**config.mk**
```make
export PLATFORM = sky130hd
export DESIGN_NAME = dma2ch
export DESIGN_NICKNAME = d
export VERILOG_FILES = /design/src/rtl/dma2ch.sv
export SDC_FILE = /design/constraint.sdc
export NUM_CORES = 1
export LEC_CHECK = 0
export CAP_MARGIN = 25
export CORE_UTILIZATION = 42
export DETAILED_ROUTE_END_ITERATION = 16
export PLACE_DENSITY_LB_ADDON = 0.1
export SLEW_MARGIN = 15
export SYNTH_ARGS = -nofsm -noshare
export SYNTH_HDL_FRONTEND = slang
export SYNTH_SLANG_ARGS = --single-unit
```
**constraint.sdc**
```tcl
create_clock -name clk -period 2 [get_ports clk]
set_input_delay 0.4 -clock clk [delete_from_list [all_inputs] [get_ports clk]]
set_output_delay 0.4 -clock clk [all_outputs]
set_load 0.005 [all_outputs]
```
**src/rtl/dma2ch.sv**
```systemverilog
module dma2ch #(
  parameter int AW = 20,
  parameter int CW = 16,
  parameter int DW = 8
) (
  input  logic          clk,
  input  logic          rst_n,
  input  logic          wr_en,
  input  logic          wr_ch,
  input  logic [1:0]    wr_sel,
  input  logic [AW-1:0] wr_data,
  input  logic [1:0]    done_clr,
  input  logic [1:0]    dreq,
  output logic          bus_req,
  input  logic          bus_gnt,
  output logic [AW-1:0] addr,
  output logic [DW-1:0] dout,
  input  logic [DW-1:0] din,
  output logic          mem_rd,
  output logic          mem_wr,
  output logic          io_rd,
  output logic          io_wr,
  input  logic          rdy,
  output logic [1:0]    done
);

  typedef enum logic [2:0] {S_IDLE, S_REQ, S_RD, S_WR, S_GAP} st_t;

  st_t st;
  logic cur;
  logic [DW-1:0] hold_q;
  logic [1:0][AW-1:0] src_v, dst_v;
  logic [1:0][CW-1:0] cnt_v;
  logic [1:0][1:0] typ_v, mode_v;
  logic [1:0] en_v, done_v, pend;

  wire step    = (st == S_WR) && rdy;
  wire last    = (cnt_v[cur] == CW'(1));
  wire steal_c = (mode_v[cur] == 2'b01);
  wire reqm_c  = mode_v[cur][1];

  genvar i;
  for (i = 0; i < 2; i++) begin : g_ch
    localparam logic ME = 1'(i);
    logic [AW-1:0] src_r, dst_r;
    logic [CW-1:0] cnt_r;
    logic [1:0] typ_r, mode_r;
    logic en_r, done_r;
    wire mine = step && (cur == ME);

    always_ff @(posedge clk or negedge rst_n) begin
      if (!rst_n) begin
        src_r <= '0; dst_r <= '0; cnt_r <= '0;
        typ_r <= '0; mode_r <= '0; en_r <= 1'b0; done_r <= 1'b0;
      end else begin
        if (wr_en && wr_ch == ME) begin
          case (wr_sel)
            2'd0: src_r <= wr_data;
            2'd1: dst_r <= wr_data;
            2'd2: cnt_r <= wr_data[CW-1:0];
            default: begin
              typ_r  <= wr_data[1:0];
              mode_r <= wr_data[3:2];
              en_r   <= wr_data[4];
            end
          endcase
        end
        if (mine) begin
          if (!typ_r[1]) src_r <= src_r + 1'b1;
          if (!typ_r[0]) dst_r <= dst_r + 1'b1;
          cnt_r <= cnt_r - 1'b1;
          if (last) en_r <= 1'b0;
        end
        if (mine && last)        done_r <= 1'b1;
        else if (done_clr[i])    done_r <= 1'b0;
      end
    end

    assign src_v[i]  = src_r;
    assign dst_v[i]  = dst_r;
    assign cnt_v[i]  = cnt_r;
    assign typ_v[i]  = typ_r;
    assign mode_v[i] = mode_r;
    assign en_v[i]   = en_r;
    assign done_v[i] = done_r;
    assign pend[i]   = en_r && (!mode_r[1] || dreq[i]);
  end

  always_ff @(posedge clk or negedge rst_n) begin
    if (!rst_n) begin
      st     <= S_IDLE;
      cur    <= 1'b0;
      hold_q <= '0;
    end else begin
      case (st)
        S_IDLE: if (|pend) begin
          cur <= !pend[0];
          st  <= S_REQ;
        end
        S_REQ: begin
          if (!(|pend)) st <= S_IDLE;
          else begin
            cur <= !pend[0];
            if (bus_gnt) st <= S_RD;
          end
        end
        S_RD: if (rdy) begin
          hold_q <= din;
          st     <= S_WR;
        end
        S_WR: if (rdy) begin
          if (last)                     st <= S_IDLE;
          else if (reqm_c && !dreq[cur]) st <= S_IDLE;
          else if (!reqm_c && steal_c)  st <= S_GAP;
          else                          st <= S_RD;
        end
        default: st <= S_IDLE;
      endcase
    end
  end

  assign bus_req = (st == S_REQ) || (st == S_RD) || (st == S_WR);
  assign addr    = (st == S_WR) ? dst_v[cur] : src_v[cur];
  assign dout    = hold_q;
  assign mem_rd  = (st == S_RD) && !typ_v[cur][1];
  assign io_rd   = (st == S_RD) &&  typ_v[cur][1];
  assign mem_wr  = (st == S_WR) && !typ_v[cur][0];
  assign io_wr   = (st == S_WR) &&  typ_v[cur][0];
  assign done    = done_v;

  wire any_stb = mem_rd | mem_wr | io_rd | io_wr;

  p_single_strobe_r3: assert property (@(posedge clk) disable iff (!rst_n)
    $onehot0({mem_rd, mem_wr, io_rd, io_wr}));

  p_strobe_granted_r2: assert property (@(posedge clk) disable iff (!rst_n)
    any_stb |-> (bus_req && bus_gnt));

  p_hold_on_wait_r11: assert property (@(posedge clk) disable iff (!rst_n)
    (any_stb && !rdy && !wr_en) |=>
      ($stable(addr) && $stable(dout) && $stable({mem_rd, mem_wr, io_rd, io_wr})));

  p_steal_release_r7: assert property (@(posedge clk) disable iff (!rst_n)
    (step && !reqm_c && steal_c) |=> !bus_req);

  p_done_sticky_r10: assert property (@(posedge clk) disable iff (!rst_n)
    (|(done & ~done_clr)) |=> ((done & $past(done & ~done_clr)) == $past(done & ~done_clr)));

  p_disarm_on_done_r10: assert property (@(posedge clk) disable iff (!rst_n)
    $rose(done[0]) |-> !en_v[0]);

endmodule

```
==> run_results.csv <==
group,metric,value,unit
clock_network,clkTransAtPathRegs,70,ps
timing,finalMaxSlewViolations,0,
routing,drt-pass1-iter-count,5,
worst_setup_path,r2r_slack,-120,ps
hold_path,min_path_type,"in -> async",
worst_setup_path,critPathLaunchType,"register",
placement,pre_cts_slack,-433,ps
yosys,synth_cell_types,84,
final_layout,diodes,0,
final_layout,fin_area,0.0130,mm2
placement,dp_cells,1418,
timing,fin_ws,-252,ps
final_layout,finalNonFillerCells,1506,
outcome,violations,"setup timing",
yosys,synth_cells,930,
worst_setup_path,cp-startpoint,"cur$_DFFE_PN0P_",
grt,grt_util_met2,49.0,%
yosys,synth_edf_count,0,
grt,gr-usage-met1,47.7,%
yosys,synth.top_cell.area_share,39.1,%
worst_setup_path,r2r_start,"cur$_DFFE_PN0P_",
yosys,ys.flop_type,"dfrtp_1",
pwr,ir_drop,0.721,mV
flow_run,drv_cap,0,
placement,io_buffers,74,
clock_network,worstSkewPairLatency,440,ps
routing,antenna_left,0,
floorplanning,die_h,146,um
placement,dpl_cell_area,0.0112,mm2
timing,setup_tns,-6200,ps
outcome,status,"finished with violations",
clock_network,cts_tree,"yes",
floorplanning,die_w,146,um
timing,whs,435,ps
clock_network,ctsLongestPathBuffers,2,
yosys,syn_nets,976,
pwr,p_leak,5.32,nW
final_layout,mostFrequentLayoutCell,"buf_4",
timing,finalCritPeriodShare,113,%
routing,num_vias,9608,
floorplanning,core,0.0202,mm2
timing,fmax,444,MHz
worst_setup_path,rr_worst_depth,9,
final_layout,final_cell_mix,"188 x buf_4, 135 x dfrtp_1, 69 x nor2_1",
clock_network,cts_max_level,4,
timing,fin_crit,2250,ps
timing,rsz0062_at_grt,"true",
worst_setup_path,worstPathArrival,1850,ps
routing,drt-total-wl,35100,um
pwr,p_per_area,1310,mW/mm2
yosys,synth_area_leaders,"dfrtp_1 39%, mux4_2 5.2%, nor2_1 3.3%, a21oi_1 3.3%, nand3_1 3.2%",
grt,grt_pass1_wl,53400,um
grt,grt_use_met3,6.02,%
routing,vias_per_cell,6.38,
timing,worstMarginPinSlew,705,ps
yosys,synth-seq-cells,136,
timing,maxSlewHeadroom,52.9,%
yosys,avgSynthCellArea,9.35,um2
final_layout,layout-drive-gt1-share,38.3,%
pwr,total_power,17.0,mW
grt,antenna_found_initial,0,
grt,grt_pass1_vias,8971,
placement,place_congestion,1.01,
yosys,synth_area,0.00869,mm2
timing,setup_viol,63,
grt,grt_max_degree,51,
grt,grt.busiest_layer,"met2",
floorplanning,dieArea,0.0213,mm2
final_layout,nNetsFinal,1270,
yosys,yosysWarnings,0,
final_layout,syn_to_final_growth,49.1,%
timing,hold_viol,0,
yosys,yosysSeqAreaShare,39.1,%
grt,grt_util_all_layers,33.1,%
yosys,yosysTopAreaCell,"dfrtp_1",
floorplanning,io_pins,75,
clock_network,tritoncts.num_buffers,17,
worst_setup_path,crit_fanout,5,
clock_network,clock-sinks,136,
final_layout,post-route-util,64.1,%
worst_setup_path,worstSetupPathType,"reg -> out",
routing,drc_errors,0,
routing,wl_per_cell,23.3,um
clock_network,cts_root_buf,"clkbuf_16",
worst_setup_path,r2r-end,"g_ch[1].src_r[6]$_DFF_PN0_",
routing,dr.first_iter.drc_count,876,
worst_setup_path,crit_path_end_kind,"output pin",
floorplanning,start_util,43.0,%
timing,fin_worst_skew,15.9,ps
worst_setup_path,crit_required,1600,ps
placement,dp_hpwl,24200,um
grt,grt-ovfl-total,0,
floorplanning,num_rows,52,
yosys,ys_async_sr_fraction,100,%
[how the worst max path moves through the flow]
stage                               endpoint  slack (ps)
3_3_place_gp     g_ch[0].dst_r[18]$_DFF_PN0_        -390
6_report                             addr[4]        -250
3_5_place_dp    g_ch[0].cnt_r[9]$_DFFE_PN0P_        -430
2_1_floorplan  g_ch[0].cnt_r[12]$_DFFE_PN0P_           6
5_1_grt                             addr[16]        -280
4_1_cts                             addr[18]        -240
[report_power, final]
group | internal (mW) | total (mW) | switching, mW
sequential | 3.83 | 5.32 | 1.49
clock | 1.62 | 2.95 | 1.33
combinational | 4.66 | 8.77 | 4.11
total | 10.1 | 17.0 | 6.94
[routing by layer]
metal	wire length, um	vias to the layer above
met4	1410	0
met5	0	-
met2	15300	537
met3	3570	99
li1	-	4296
met1	14900	4676
[layout make-up]
| type | instances | area (um2) |
|---|---|---|
| inverter | 33 | 124 |
| multi-input combinational | 706 | 5510 |
| sequential | 136 | 3400 |
| clock inverter | 13 | 98.8 |
| timing repair buffer | 330 | 3060 |
| tap | 270 | 338 |
| fill | 1682 | 7270 |
| clock buffer | 18 | 439 |
[logic make-up after synthesis]
family / share of synthesized area, %
buf+inv: 4.33
xor+xnor: 0.202
flops: 39.1
fa+ha+maj: 0.863
simple gates: 25.0
mux: 8.38
compound gates: 22.1
[what timing repair did]
action                     in CTS  in global routing
pin swaps                      33                 23
setup endpoints to repair      50                126
gates resized for setup       192                 82
buffers inserted               31                 21
hold endpoints to repair       27                  0
cloned                          7                  4
hold buffers                    1                  0
[synth_stat cells (all sizes together), types with 12 or more instances]
master  instances
dfrtp         136
nor2           79
a21oi          58
nand3          57
nand2          51
nor3           43
o21ai          41
buf            33
inv            33
nand4          33
a211oi         25
nor4           25
clkbuf         23
o221a          21
mux4           20
a311oi         19
and3           18
o22ai          17
mux2           14
and4           13
mux2i          12
[worst max-delay path: stages, from the launching register on]
cell and delay [ps]:
dfrtp_2 380, buf_12 150, buf_12 120, buf_6 110
mux4_2 520, buf_2 150
[registers in the layout, summed over array words and instances, names as in the netlist]
register / count
g_ch.dst_r: 40
g_ch.src_r: 40
g_ch.cnt_r: 32
dout: 8
g_ch.mode_r: 4
g_ch.typ_r: 4
st: 3
g_ch.done_r: 2
g_ch.en_r: 2
cur: 1
(Power assumes the default switching activity.)
